<file path="config.mk">
export PLATFORM = sky130hd
export DESIGN_NAME = banked_mmu
export DESIGN_NICKNAME = d
export VERILOG_FILES = /design/src/rtl/mmu_pkg.sv /design/src/rtl/mmu_regfile.sv /design/src/rtl/mmu_region_decode.sv /design/src/rtl/mmu_relocate.sv /design/src/rtl/banked_mmu.sv
export SDC_FILE = /design/constraint.sdc
export NUM_CORES = 1
export LEC_CHECK = 0
export ABC_AREA = 0
export BUFFER_PORTS_ARGS = -buffer_cell sky130_fd_sc_hd__buf_2
export CORE_UTILIZATION = 55
export DETAILED_ROUTE_END_ITERATION = 8
export PLACE_DENSITY = 0.87
export SYNTH_ARGS = -nofsm -noshare
export SYNTH_HDL_FRONTEND = slang
export SYNTH_HIERARCHICAL = 1
export SYNTH_SLANG_ARGS = --single-unit
</file>
<file path="constraint.sdc">
create_clock -name clk -period 10.2 [get_ports clk]
set_clock_uncertainty 0.05 [all_clocks]
set_input_delay 1.53 -clock clk [delete_from_list [all_inputs] [get_ports clk]]
set_output_delay 1.53 -clock clk [all_outputs]
set_load 0.02 [all_outputs]
</file>
<file path="src/rtl/mmu_pkg.sv">
package mmu_pkg;
  typedef enum logic [1:0] {
    RGN_LOWER = 2'd0,
    RGN_BANK  = 2'd1,
    RGN_UPPER = 2'd2
  } region_e;

  typedef enum logic [1:0] {
    SEL_BOUND = 2'd0,
    SEL_UBASE = 2'd1,
    SEL_KBASE = 2'd2,
    SEL_NONE  = 2'd3
  } regsel_e;
endpackage

</file>
<file path="src/rtl/mmu_regfile.sv">
module mmu_regfile #(
  parameter int BND_W  = 8,
  parameter int BASE_W = 8,
  parameter int DATA_W = 8,
  parameter logic [BND_W-1:0] BND_RST = 'hF0
) (
  input  logic              clk,
  input  logic              rst_n,
  input  logic              wr,
  input  logic [1:0]        sel,
  input  logic [DATA_W-1:0] wdata,
  output logic [DATA_W-1:0] rdata,
  output logic [BND_W-1:0]  bnd,
  output logic [BASE_W-1:0] ubase,
  output logic [BASE_W-1:0] kbase
);
  import mmu_pkg::*;

  always_ff @(posedge clk) begin
    if (!rst_n) begin
      bnd   <= BND_RST;
      ubase <= '0;
      kbase <= '0;
    end else if (wr) begin
      case (regsel_e'(sel))
        SEL_BOUND: bnd   <= wdata[BND_W-1:0];
        SEL_UBASE: ubase <= wdata[BASE_W-1:0];
        SEL_KBASE: kbase <= wdata[BASE_W-1:0];
        default: ;
      endcase
    end
  end

  always_comb begin
    rdata = '0;
    case (regsel_e'(sel))
      SEL_BOUND: rdata[BND_W-1:0]  = bnd;
      SEL_UBASE: rdata[BASE_W-1:0] = ubase;
      SEL_KBASE: rdata[BASE_W-1:0] = kbase;
      default:   rdata = '0;
    endcase
  end
endmodule

</file>
<file path="src/rtl/mmu_region_decode.sv">
module mmu_region_decode #(
  parameter int TAG_W = 4
) (
  input  logic [TAG_W-1:0]     page,
  input  logic [2*TAG_W-1:0]   bnd,
  output mmu_pkg::region_e     rgn
);
  import mmu_pkg::*;
  logic [TAG_W-1:0] upper_start;
  logic [TAG_W-1:0] bank_start;

  assign upper_start = bnd[2*TAG_W-1:TAG_W];
  assign bank_start  = bnd[TAG_W-1:0];

  always_comb begin
    if (page >= upper_start)     rgn = RGN_UPPER;
    else if (page >= bank_start) rgn = RGN_BANK;
    else                         rgn = RGN_LOWER;
  end
endmodule

</file>
<file path="src/rtl/mmu_relocate.sv">
module mmu_relocate #(
  parameter int LOG_W  = 16,
  parameter int PHY_W  = 20,
  parameter int PAGE_W = 12
) (
  input  logic [LOG_W-1:0]        laddr,
  input  mmu_pkg::region_e        rgn,
  input  logic [PHY_W-PAGE_W-1:0] ubase,
  input  logic [PHY_W-PAGE_W-1:0] kbase,
  output logic [PHY_W-1:0]        paddr
);
  import mmu_pkg::*;
  localparam int BASE_W = PHY_W - PAGE_W;

  logic [BASE_W-1:0] base_sel;
  logic [PHY_W-1:0]  ext_addr;
  logic [PHY_W-1:0]  offset;

  always_comb begin
    case (rgn)
      RGN_UPPER: base_sel = ubase;
      RGN_BANK:  base_sel = kbase;
      default:   base_sel = '0;
    endcase
  end

  generate
    if (PHY_W > LOG_W) begin : g_ext
      assign ext_addr = {{(PHY_W-LOG_W){1'b0}}, laddr};
    end else begin : g_trunc
      assign ext_addr = laddr[PHY_W-1:0];
    end
  endgenerate

  assign offset = {base_sel, {PAGE_W{1'b0}}};
  assign paddr  = ext_addr + offset;
endmodule

</file>
<file path="src/rtl/banked_mmu.sv">
module banked_mmu #(
  parameter int LOG_W  = 16,
  parameter int PHY_W  = 20,
  parameter int PAGE_W = 12
) (
  input  logic                            clk,
  input  logic                            rst_n,
  input  logic                            reg_wr,
  input  logic [1:0]                      reg_sel,
  input  logic [2*(LOG_W-PAGE_W)-1:0]     reg_wdata,
  output logic [2*(LOG_W-PAGE_W)-1:0]     reg_rdata,
  input  logic [LOG_W-1:0]                logical_addr,
  output logic [PHY_W-1:0]                phys_addr,
  output logic [1:0]                      region
);
  import mmu_pkg::*;
  localparam int TAG_W  = LOG_W - PAGE_W;
  localparam int BND_W  = 2 * TAG_W;
  localparam int BASE_W = PHY_W - PAGE_W;
  localparam int DATA_W = BND_W;
  localparam logic [BND_W-1:0] BND_RST = {{TAG_W{1'b1}}, {TAG_W{1'b0}}};

  logic [BND_W-1:0]  bnd_q;
  logic [BASE_W-1:0] ubase_q;
  logic [BASE_W-1:0] kbase_q;
  region_e           rgn;

  mmu_regfile #(
    .BND_W(BND_W), .BASE_W(BASE_W), .DATA_W(DATA_W), .BND_RST(BND_RST)
  ) u_regs (
    .clk(clk), .rst_n(rst_n), .wr(reg_wr), .sel(reg_sel),
    .wdata(reg_wdata), .rdata(reg_rdata),
    .bnd(bnd_q), .ubase(ubase_q), .kbase(kbase_q)
  );

  mmu_region_decode #(.TAG_W(TAG_W)) u_dec (
    .page(logical_addr[LOG_W-1:PAGE_W]), .bnd(bnd_q), .rgn(rgn)
  );

  mmu_relocate #(.LOG_W(LOG_W), .PHY_W(PHY_W), .PAGE_W(PAGE_W)) u_rel (
    .laddr(logical_addr), .rgn(rgn), .ubase(ubase_q), .kbase(kbase_q),
    .paddr(phys_addr)
  );

  assign region = rgn;
endmodule

</file>
==> reports/metrics.cfg <==
[outcome]
status=finished clean

[layout]
diodes=0
final_cell_mix=34 x buf_2, 28 x mux2i_1, 28 x nand2_1, 24 x dfxtp_1, 17 x inv_1
register_area_um2=480
final_design_area_no_fill_um2=1920
final_common_cell=buf_2
syn_to_final_growth_pct=5.29
nets=259
n_fill_cell=276
drive_gt1_share_pct=22.9
fin_cells=258
multi_input_area_um2=1110

[critical_path]
crit_path_end=phys_addr[17]
critPathArrivalTime_ps=4870
path_max_fanout=8
path_class=in -> out
rrSetupSlack_ps=9420
end_kind=output pin
r2r_end=u_regs/kbase[4]
worstPathRequired_ps=8620
cp-start-kind=primary input
r2r_cells=2
r2r-start=u_regs/kbase[4]
crit_path_start=logical_addr[12]

[placement]
placed_area_um2=1880
gp_congestion=0.917
place_inst=254
place.port_buffers=34
hpwl_um=2800

[grt]
grt_max_degree=33
grt_usage_pct=23.4
antenna_found_initial=0
grt_pass1_wl_um=6290
grt_overflow=0
grt_pass1_vias=1334

[yosys]
syn_area_per_cell_um2=9.15
netlist_top_cells_area=dfxtp_1 26%, mux2i_1 15%, ha_1 9.6%
synthFlopType=dfxtp_1
ys_seq_elements=24
synth_cells=199
synthDistinctLibCells=37
synthArstFlopShare_pct=0
yosys_warnings=6
synth_area_leader_cell=dfxtp_1
ys_seq_area_share_pct=26.4
synth_top_area_share_pct=26.4
synth-edff-count=0
syn_area_um2=1820
synth_nets=243

[cts]
cts_buffer_depth=2
ctsHoldBuffers=0
numCtsBuffers=3
clkLatencyLatePin_ps=310
cts_setup_buffers=0
cts_resized=0
clock-sinks=24
htree_levels=1
clk_pin_slew_worst_paths_ps=120
cts_tree=done
clockRootBuffer=clkbuf_4

[floorplan]
row_count=20
coreArea_um2=3100
die-area_um2=3540
die_h_um=59.5
start_util_pct=58.7
die_w_um=59.5
ios=59

[power]
p_leak_nw=0.932
peakVddDrop_v=0.0000732
power_mw=0.204
power_density_nw_per_um2=106

[detailed_routing]
dr.first_iter.drc_count=50
routed_wl_um=3660
via_per_inst=5.57
drtAntennaViolNets=0
m1WireLength_um=1710
firstDrtPassIters=4
routedWlPerCell_um=14.2
vias=1438
met2WireLength_um=1680
wl_met3_um=217
drcViolationCount=0
highest_layer=met4

[timing]
tightest_slew_ps=552
setup_violations=0
timing.final.crit_share_pct=63.3
setup_tns_ps=0
relSlewSlack_pct=63.1
fin_crit_ps=6450
rsz0062_at_grt=no
max_freq_mhz=155
report.final.slew_viol_count=0
finalHoldViolCount=0

[flow_run]
drv_cap=0

[worst_hold_path]
hold_path.class=reg -> reg

## cells in the mapped netlist, types with 3 or more instances
cell type	count
o2bb2ai_1	8
nand2_1	28
inv_1	17
buf_6	3
o21a_1	3
buf_4	14
a22oi_1	5
o211ai_1	4
buf_2	3
nand4bb_1	4
ha_1	14
dfxtp_1	24
nor2_1	11
mux2i_1	28
xnor2_1	4
clkbuf_1	3
## per-layer routing
layer	vias up	global-route usage, %
met5	-	0
met4	0	9.63
met3	8	4.37
met2	46	35.2
met1	668	32.9
li1	716	-
## critical path, stage by stage
cell       delay (ps)
buf_2             100
inv_1              80
ha_1              220
nand2b_1          170
a2111oi_4         370
o221a_2           280
ha_1              390
a22oi_1           150
or2_2             320
inv_1              60
ha_1              230
a211oi_1          240
nor2_1            110
o21ai_1           140
mux2_1            320
buf_2             160
## kinds of logic after synthesis
| logic type | count (synthesis) | share of synthesized area [%] |
|---|---|---|
| simple gates | 54 | 15.9 |
| compound gates | 33 | 16.4 |
| mux | 29 | 16.0 |
| flops | 24 | 26.4 |
| xor+xnor | 4 | 1.92 |
| buf+inv | 40 | 12.6 |
| fa+ha+maj | 15 | 10.7 |
## sequential cells by signal (all words and copies together), names as in the netlist
name          cells
u_regs/kbase      8
u_regs/bnd        8
u_regs/ubase      8
## where the power goes
| group | leakage, nW | switching (mW) | internal [mW] | total [mW] |
|---|---|---|---|---|
| clock | 0.0210 | 0.0273 | 0.0218 | 0.0491 |
| combinational | 0.715 | 0.0327 | 0.0214 | 0.0541 |
| sequential | 0.195 | 0.00335 | 0.0973 | 0.101 |
| total | 0.932 | 0.0634 | 0.141 | 0.204 |
## worst min-delay path by stage
stage / cells past startpoint / to / startpoint / slack, ps
5_1_grt: 2 / u_regs/ubase[0] / u_regs/ubase[0] / 470
4_1_cts: 2 / u_regs/bnd[3] / u_regs/bnd[3] / 440
3_5_place_dp: 2 / u_regs/bnd[3] / u_regs/bnd[3] / 420
3_3_place_gp: 2 / u_regs/bnd[3] / u_regs/bnd[3] / 410
6_report: 2 / u_regs/kbase[0] / u_regs/kbase[0] / 440
2_1_floorplan: 2 / u_regs/bnd[1] / u_regs/bnd[1] / 400
## area by class of cell
class / instances / area share [%]
multi-input cells: 135 / 58.0
flip-flops and latches: 24 / 25.1
repair buffers: 34 / 8.88
inverters: 17 / 3.33
well taps: 44 / 2.87
clock buffers: 4 / 1.89
## per-stage QoR
step	utilization, %	setup WS (ps)	hold WS, ps
finish	61.8	3750	442
global route	61.8	3480	472
CTS	61.8	3740	440
detailed placement	60.6	3750	422
global placement	60.6	3840	408
floorplan	-	3990	397
No activity file was read; power rests on OpenSTA's default activity.
